--- config.mk ---
export PLATFORM = sky130hd
export DESIGN_NAME = ep_irq_hub
export DESIGN_NICKNAME = d
export VERILOG_FILES = /design/src/rtl/ep_irq_pkg.sv /design/src/rtl/ep_irq_qual.sv /design/src/rtl/ep_irq_flags.sv /design/src/rtl/ep_irq_req.sv /design/src/rtl/ep_irq_hub.sv
export SDC_FILE = /design/constraint.sdc
export NUM_CORES = 1
export LEC_CHECK = 0
export ABC_AREA = 1
export BUFFER_PORTS_ARGS = -buffer_cell sky130_fd_sc_hd__buf_2
export CAP_MARGIN = 20
export CORE_UTILIZATION = 35
export CTS_CLUSTER_DIAMETER = 80
export DETAILED_ROUTE_END_ITERATION = 16
export PLACE_DENSITY = 0.66
export SYNTH_ARGS = -nofsm -noshare
export SYNTH_HDL_FRONTEND = slang
export SYNTH_HIERARCHICAL = 1
export SYNTH_SLANG_ARGS = --single-unit
--- constraint.sdc ---
create_clock -name clk -period 1.19 [get_ports clk]
set_input_delay 0.238 -clock clk [delete_from_list [all_inputs] [get_ports clk]]
set_output_delay 0.238 -clock clk [all_outputs]
set_load 0.02 [all_outputs]
--- src/rtl/ep_irq_pkg.sv ---
package ep_irq_pkg;
  parameter int EP_N  = 4;
  parameter int PKT_W = 2;
  localparam int STAT_W  = 2 * EP_N + 1;
  localparam int ERR_BIT = 2 * EP_N;
endpackage

--- src/rtl/ep_irq_qual.sv ---
module ep_irq_qual #(
  parameter int EP_N  = ep_irq_pkg::EP_N,
  parameter int PKT_W = ep_irq_pkg::PKT_W,
  localparam int SW   = 2 * EP_N + 1
) (
  input  logic              clk,
  input  logic              rst_n,
  input  logic [EP_N-1:0]   ep_en,
  input  logic [EP_N-1:0]   in_tx_done,
  input  logic [EP_N-1:0]   in_ack_lost,
  input  logic [EP_N-1:0]   in_auto_flush,
  input  logic [EP_N-1:0]   in_sw_flush,
  input  logic [EP_N*PKT_W-1:0] in_fifo_pkts,
  input  logic [EP_N-1:0]   out_rx_done,
  input  logic              ep0_stall,
  input  logic              ep0_setup_end,
  input  logic [EP_N-1:0]   out_stall,
  input  logic [EP_N-1:0]   out_data_err,
  input  logic [EP_N-1:0]   in_underrun,
  input  logic [EP_N-1:0]   out_overrun,
  input  logic [EP_N-1:0]   iso_in,
  input  logic [EP_N-1:0]   iso_out,
  output logic [SW-1:0]     set_vec
);
  logic [EP_N-1:0] en_prev_q;
  logic [EP_N-1:0] en_prev_d;
  logic            err_hit;

  always_comb en_prev_d = ep_en;

  always_ff @(posedge clk or negedge rst_n) begin
    if (!rst_n) en_prev_q <= '0;
    else        en_prev_q <= en_prev_d;
  end

  for (genvar g = 0; g < EP_N; g++) begin : g_ep
    logic pkts_present;
    logic flush_hit;
    logic en_rise;
    assign pkts_present = |in_fifo_pkts[g*PKT_W +: PKT_W];
    assign flush_hit    = (in_auto_flush[g] | in_sw_flush[g]) & pkts_present;
    assign en_rise      = ep_en[g] & ~en_prev_q[g];
    assign set_vec[2*g]   = en_rise | in_tx_done[g] | in_ack_lost[g] | flush_hit;
    assign set_vec[2*g+1] = out_rx_done[g];
  end

  always_comb begin
    err_hit = ep0_stall | ep0_setup_end | (|out_stall) | (|out_data_err)
            | (|(in_underrun & iso_in)) | (|(out_overrun & iso_out));
  end

  assign set_vec[SW-1] = err_hit;
endmodule

--- src/rtl/ep_irq_flags.sv ---
module ep_irq_flags #(
  parameter int W = ep_irq_pkg::STAT_W
) (
  input  logic         clk,
  input  logic         rst_n,
  input  logic [W-1:0] set_vec,
  input  logic [W-1:0] clr_vec,
  output logic [W-1:0] status_q
);
  logic [W-1:0] status_d;

  // set term applied after the clear term: an event wins a collision
  always_comb status_d = (status_q & ~clr_vec) | set_vec;

  always_ff @(posedge clk or negedge rst_n) begin
    if (!rst_n) status_q <= '0;
    else        status_q <= status_d;
  end
endmodule

--- src/rtl/ep_irq_req.sv ---
module ep_irq_req #(
  parameter int W = ep_irq_pkg::STAT_W
) (
  input  logic         clk,
  input  logic         rst_n,
  input  logic         mask_we,
  input  logic [W-1:0] mask_wdata,
  input  logic [W-1:0] status,
  output logic [W-1:0] mask_q,
  output logic         irq
);
  logic [W-1:0] mask_d;
  logic         irq_d;

  always_comb begin
    mask_d = mask_wdata;
    irq_d  = |(status & mask_q);
  end

  always_ff @(posedge clk or negedge rst_n) begin
    if (!rst_n)       mask_q <= '0;
    else if (mask_we) mask_q <= mask_d;
  end

  always_ff @(posedge clk or negedge rst_n) begin
    if (!rst_n) irq <= 1'b0;
    else        irq <= irq_d;
  end
endmodule

--- src/rtl/ep_irq_hub.sv ---
module ep_irq_hub #(
  parameter int EP_N  = ep_irq_pkg::EP_N,
  parameter int PKT_W = ep_irq_pkg::PKT_W,
  localparam int SW   = 2 * EP_N + 1
) (
  input  logic                  clk,
  input  logic                  rst_n,
  input  logic [EP_N-1:0]       ep_en,
  input  logic [EP_N-1:0]       in_tx_done,
  input  logic [EP_N-1:0]       in_ack_lost,
  input  logic [EP_N-1:0]       in_auto_flush,
  input  logic [EP_N-1:0]       in_sw_flush,
  input  logic [EP_N*PKT_W-1:0] in_fifo_pkts,
  input  logic [EP_N-1:0]       out_rx_done,
  input  logic                  ep0_stall,
  input  logic                  ep0_setup_end,
  input  logic [EP_N-1:0]       out_stall,
  input  logic [EP_N-1:0]       out_data_err,
  input  logic [EP_N-1:0]       in_underrun,
  input  logic [EP_N-1:0]       out_overrun,
  input  logic [EP_N-1:0]       iso_in,
  input  logic [EP_N-1:0]       iso_out,
  input  logic                  reg_wr,
  input  logic                  reg_addr,
  input  logic [SW-1:0]         reg_wdata,
  output logic [SW-1:0]         reg_rdata,
  output logic                  irq
);
  logic          rst_meta_q;
  logic          rst_sync_n;
  logic [SW-1:0] set_vec;
  logic [SW-1:0] clr_vec;
  logic [SW-1:0] status_q;
  logic [SW-1:0] mask_q;
  logic          mask_we;

  // asynchronous assertion, synchronous release
  always_ff @(posedge clk or negedge rst_n) begin
    if (!rst_n) begin
      rst_meta_q <= 1'b0;
      rst_sync_n <= 1'b0;
    end else begin
      rst_meta_q <= 1'b1;
      rst_sync_n <= rst_meta_q;
    end
  end

  always_comb begin
    clr_vec   = (reg_wr && !reg_addr) ? reg_wdata : '0;
    mask_we   = reg_wr && reg_addr;
    reg_rdata = reg_addr ? mask_q : status_q;
  end

  ep_irq_qual #(.EP_N(EP_N), .PKT_W(PKT_W)) u_qual (
    .clk(clk), .rst_n(rst_sync_n), .ep_en(ep_en),
    .in_tx_done(in_tx_done), .in_ack_lost(in_ack_lost),
    .in_auto_flush(in_auto_flush), .in_sw_flush(in_sw_flush),
    .in_fifo_pkts(in_fifo_pkts), .out_rx_done(out_rx_done),
    .ep0_stall(ep0_stall), .ep0_setup_end(ep0_setup_end),
    .out_stall(out_stall), .out_data_err(out_data_err),
    .in_underrun(in_underrun), .out_overrun(out_overrun),
    .iso_in(iso_in), .iso_out(iso_out), .set_vec(set_vec)
  );

  ep_irq_flags #(.W(SW)) u_flags (
    .clk(clk), .rst_n(rst_sync_n), .set_vec(set_vec),
    .clr_vec(clr_vec), .status_q(status_q)
  );

  ep_irq_req #(.W(SW)) u_req (
    .clk(clk), .rst_n(rst_sync_n), .mask_we(mask_we),
    .mask_wdata(reg_wdata), .status(status_q),
    .mask_q(mask_q), .irq(irq)
  );
endmodule

Word-level counts from Yosys, hierarchy flattened
Cells that the tools add are included.

word-level totals
  register bits after elaboration = 25
  bits in latches = 0
  RAM bits = 0
  memory bits (read-only) = 0
  bits of input ports = 71
  logic and storage cells = 59
  memories kept = 0

cells by class
  add/sub/neg operators = 0
  $mul = 0
  div/mod/pow operators = 0
  magnitude comparators = 0
  equality and inequality tests = 0
  shift-type cells = 0
  multiplexer cells = 2
  bitwise operators = 39
  reduce and logical (&&, ||, !) cells = 12

operators by type and width
  cell                count
  bitwise OR 1 bit    21
  bitwise AND 9 bit   2
  2-to-1 mux 9 bit    2
  OR reduction 4 bit  4
  NOT 9 bit           1
  bitwise OR 9 bit    1
  OR reduction 9 bit  1
  bitwise AND 1 bit   8
  bitwise AND 4 bit   2
  OR reduction 2 bit  4
  NOT 1 bit           4
  logical AND 1 bit   2
  zero test 1 bit     1

Depth between registers and ports, before layout
  depth in word-level cells = 6
  mapped depth = 7
  mapped depth without buffers = 6

Cells and area by module
Netlist, hierarchy kept.

by module, submodules not included
  module        instances  cells an instance  area each (µm²)  sequential area each (µm²)
  ep_irq_req    1          55                 450.4            250.2
  ep_irq_flags  1          45                 360.3            225.2
  ep_irq_qual   1          48                 311.5            100.1
  ep_irq_hub    1          53                 266.5            50.0

Least setup slack after synthesis
Ideal clock, no wire load.

  kind = input -> register
  start = input reg_addr
  end = register u_req.mask_q[5]
  library setup time = 0.117 ns
  data arrival time = 0.791 ns
  required time = 1.073 ns
  slack = 0.282 ns
  stages = 7
  cell sequence = buf_6 -> nand2_1 -> inv_1 -> buf_6 -> buf_6 -> nand2_1 -> o21ai_2

between the ends
  word-level cells in the longest chain between the ends = 1

RTL lines
  what                  RTL line          source
  from (decl)           ep_irq_hub.sv:24  input logic reg_addr,
  logical AND 1 bit     ep_irq_hub.sv:50  mask_we = reg_wr && reg_addr;
  net mask_we           ep_irq_hub.sv:35  logic mask_we;
  to (signal assigned)  ep_irq_req.sv:22  else if (mask_we) mask_q <= mask_d;
  to (decl)             ep_irq_req.sv:9   output logic [W-1:0] mask_q,

The timed path passes the listed nets, and every way through them passes these cells.
A chain may end at the register's enable or synchronous reset.

Worst setup path in the final report
  start = register u_req.mask_q[2]
  end = output reg_rdata[2]

between the ends
  word-level cells in the longest chain between the ends = 1

RTL lines
  what              RTL line          source
  2-to-1 mux 9 bit  ep_irq_hub.sv:51  reg_rdata = reg_addr ? mask_q : status_q;
  to (decl)         ep_irq_hub.sv:26  output logic [SW-1:0] reg_rdata,

No other way between the ends.

==> metrics <==
Yosys cell types 16; DRT antenna net count 0; RR Endpoint u_req/irq; first-pass GRT wire length 4970 µm; post-synthesis async set-or-reset flop share 100%; die area 0.00422 mm²; Worst R2R Path Depth 6; CTS tree yes; Hold Crit Depth 1; Lkg Pwr 1.24 nW; setup violators final 0; Critical Path Fanout Max 3; final wirelength 3100 µm; DP Worst Slack between 0.08 and 0.09 ns; GRT Util Overall between 10% and 20%; pwr dens ~950 mW/mm²; Layout Skew about 0.0027 ns; WL per Instance 8.95 µm; n_diodes 0; CP max stage cell dfrtp_1; path type of the worst min-delay path primary input to flip-flop; met1 Resource Use GR 17.1%; vias in the first global route between 1,000 and 1,500; Final min period 1.18 ns; Crit. Startpoint u_req/mask_q[2]; cell area after layout 0.00205 mm²; count leader, synth nand2_1; crit-path cells nand2_1, nand2_1, buf_6; most frequent cell on the critical path nand2_1; Worst EP arrival about 0.94 ns; CP required ~0.95 ns; met3 usage 3.70%; Period Utilization, post-route approximately 99%; reg2reg setup slack between 0.15 and 0.2 ns; Ys Warns 6; num rows 22; root buf cell clkbuf_8; Yosys top cell area share between 40 and 50%; synthesized net count 272; initial antenna violation count 0; post-synthesis sequential area ratio 45.0%; synth top area cells dfrtp_1, nand2_1, inv_1, nor2_1, buf_4; Syn-to-layout area delta 47.8%; busiest grt layer met2; Post-Syn Area per Cell just under 7 µm²; Core Util, Final 54.8%; area of the mapped netlist about 0.0014 mm²; core area 0.00374 mm²; Setup CP Type flip-flop to output port; Placer Congestion 0.705; Bufs on Longest Clock Path 2; RSZ-0062 raised after global routing true; Setup crit start kind flip-flop; number of synthesized register bits 25; GR Overflow Total 0; Slew Viols, Final 0; die width approximately 65 µm; die height 65.0 µm; via density per instance 4.10; CTS buffer count 3; GR Layer Usage met2 29.2%; Starting Density 37.1%; Initial DRT Pass Iterations 4; status complete, no violations; DP HPWL 2350 µm; final worst setup slack around 0.0076 ns; Worst setup EP type output port; worst hold path endpoint u_qual/en_prev_q[0]; port bufs 80; largest net degree at the start of global routing 18; initial DRC count 32; Peak VDD IR around 0.73 mV; fin nets between 300 and 400; r2r startpoint u_req/mask_q[0]; Fillers 385; top achievable clock speed 846 MHz; max incr delay on CP 0.40 ns; clock sink count 25; DP Area 0.00181 mm²; final setup TNS 0 ns; Post-route DRC 0; share of cells above drive strength 1 36.9%; DR vias 1,420; CTS H-tree lvls 1; number of flops mapped to enable cells by yosys 0; final hold violations 0; Hold Path Origin ep_en[0]; ys flop type dfrtp_1; clk slew on worst S/H paths 0.08 ns; cell count after synthesis 201; Commonest cells post-synth nand2_1, inv_1, dfrtp_1, nor2_1; number of max-cap violations 0; worst skew pair latency 0.26 ns; Boundary Pins 81; Synth area leader dfrtp_1
[layout make-up]
class                      instances  area (µm²)  area share (%)
timing repair buffer             101         629            30.7
sequential                        25         626            30.5
multi-input combinational        126         532            25.9
inverter                          42         160            7.80
tap                               48        60.1            2.93
clock buffer                       3        41.3            2.01
clock inverter                     1        5.00           0.244
[per-stage QoR]
step	hold WS (ns)	std cells	power [W]
2_1_floorplan	-0.0576	201	0.00120
3_3_place_gp	0.0249	324	0.00137
3_5_place_dp	0.0249	324	0.00138
4_1_cts	0.0800	335	0.00193
5_1_grt	0.0784	346	0.00209
6_report	0.0879	346	0.00196
[state kept, by name (all words and copies together) (netlist names)]
name	flops
u_req/mask_q	9
u_flags/status_q	9
rst_meta_q	1
u_qual/en_prev_q	4
rst_sync_n	1
u_req/irq	1
[power breakdown]
group / internal, W / total, W / leakage, nW / switching [W]
Sequential: 0.000908 / 0.000947 / 0.271 / 0.0000389
Clock: 0.000234 / 0.000492 / 0.0255 / 0.000258
Combinational: 0.000272 / 0.000517 / 0.943 / 0.000246
[metal layers]
metal  up-vias  wire length [µm]  share of wire [%]
met5         -                 0                  0
met4         0                15               0.48
met3         2               164                5.3
met2        47              1560                 50
met1       594              1350                 44
li1        777                 -                  -
[critical path: cells and delay by family (launching register included)]
kind | cells | cell delay (ns)
flops | 1 | 0.40
simple gates | 2 | 0.15
buf+inv | 1 | 0.13
[how the worst max path moves through the flow]
stage | to | cells past startpoint
detailed placement | reg_rdata[0] | 5
global route | reg_rdata[4] | 3
floorplan | u_req/mask_q[5] | 7
CTS | reg_rdata[2] | 3
finish | reg_rdata[2] | 3
global placement | reg_rdata[1] | 5
[cell families after synthesis]
kind of cell / count (synthesis) / share of synthesized area, %
compound gates: 17 / 7.48
simple gates: 108 / 30.5
flops: 25 / 45.0
buf+inv: 50 / 16.7
other cells: 1 / 0.270
[what timing repair did]
item	in CTS	in global routing
hold buffers	1	0
pin swaps	1	11
setup endpoints to repair	5	9
gates resized for setup	4	14
endpoints found under the hold margin	2	0
buffers inserted	6	11
[placed cells by master (no fill, tap or decap), drive strengths merged]
| cell | count |
|---|---|
| a211oi | 4 |
| clkbuf | 3 |
| o22ai | 4 |
| clkinv | 1 |
| conb | 1 |
| nor2 | 19 |
| nand2 | 86 |
| o21ai | 9 |
| buf | 100 |
| inv | 42 |
| dfrtp | 25 |
| dlygate4sd3 | 1 |
| nand3 | 3 |
(Power assumes the default switching activity.)
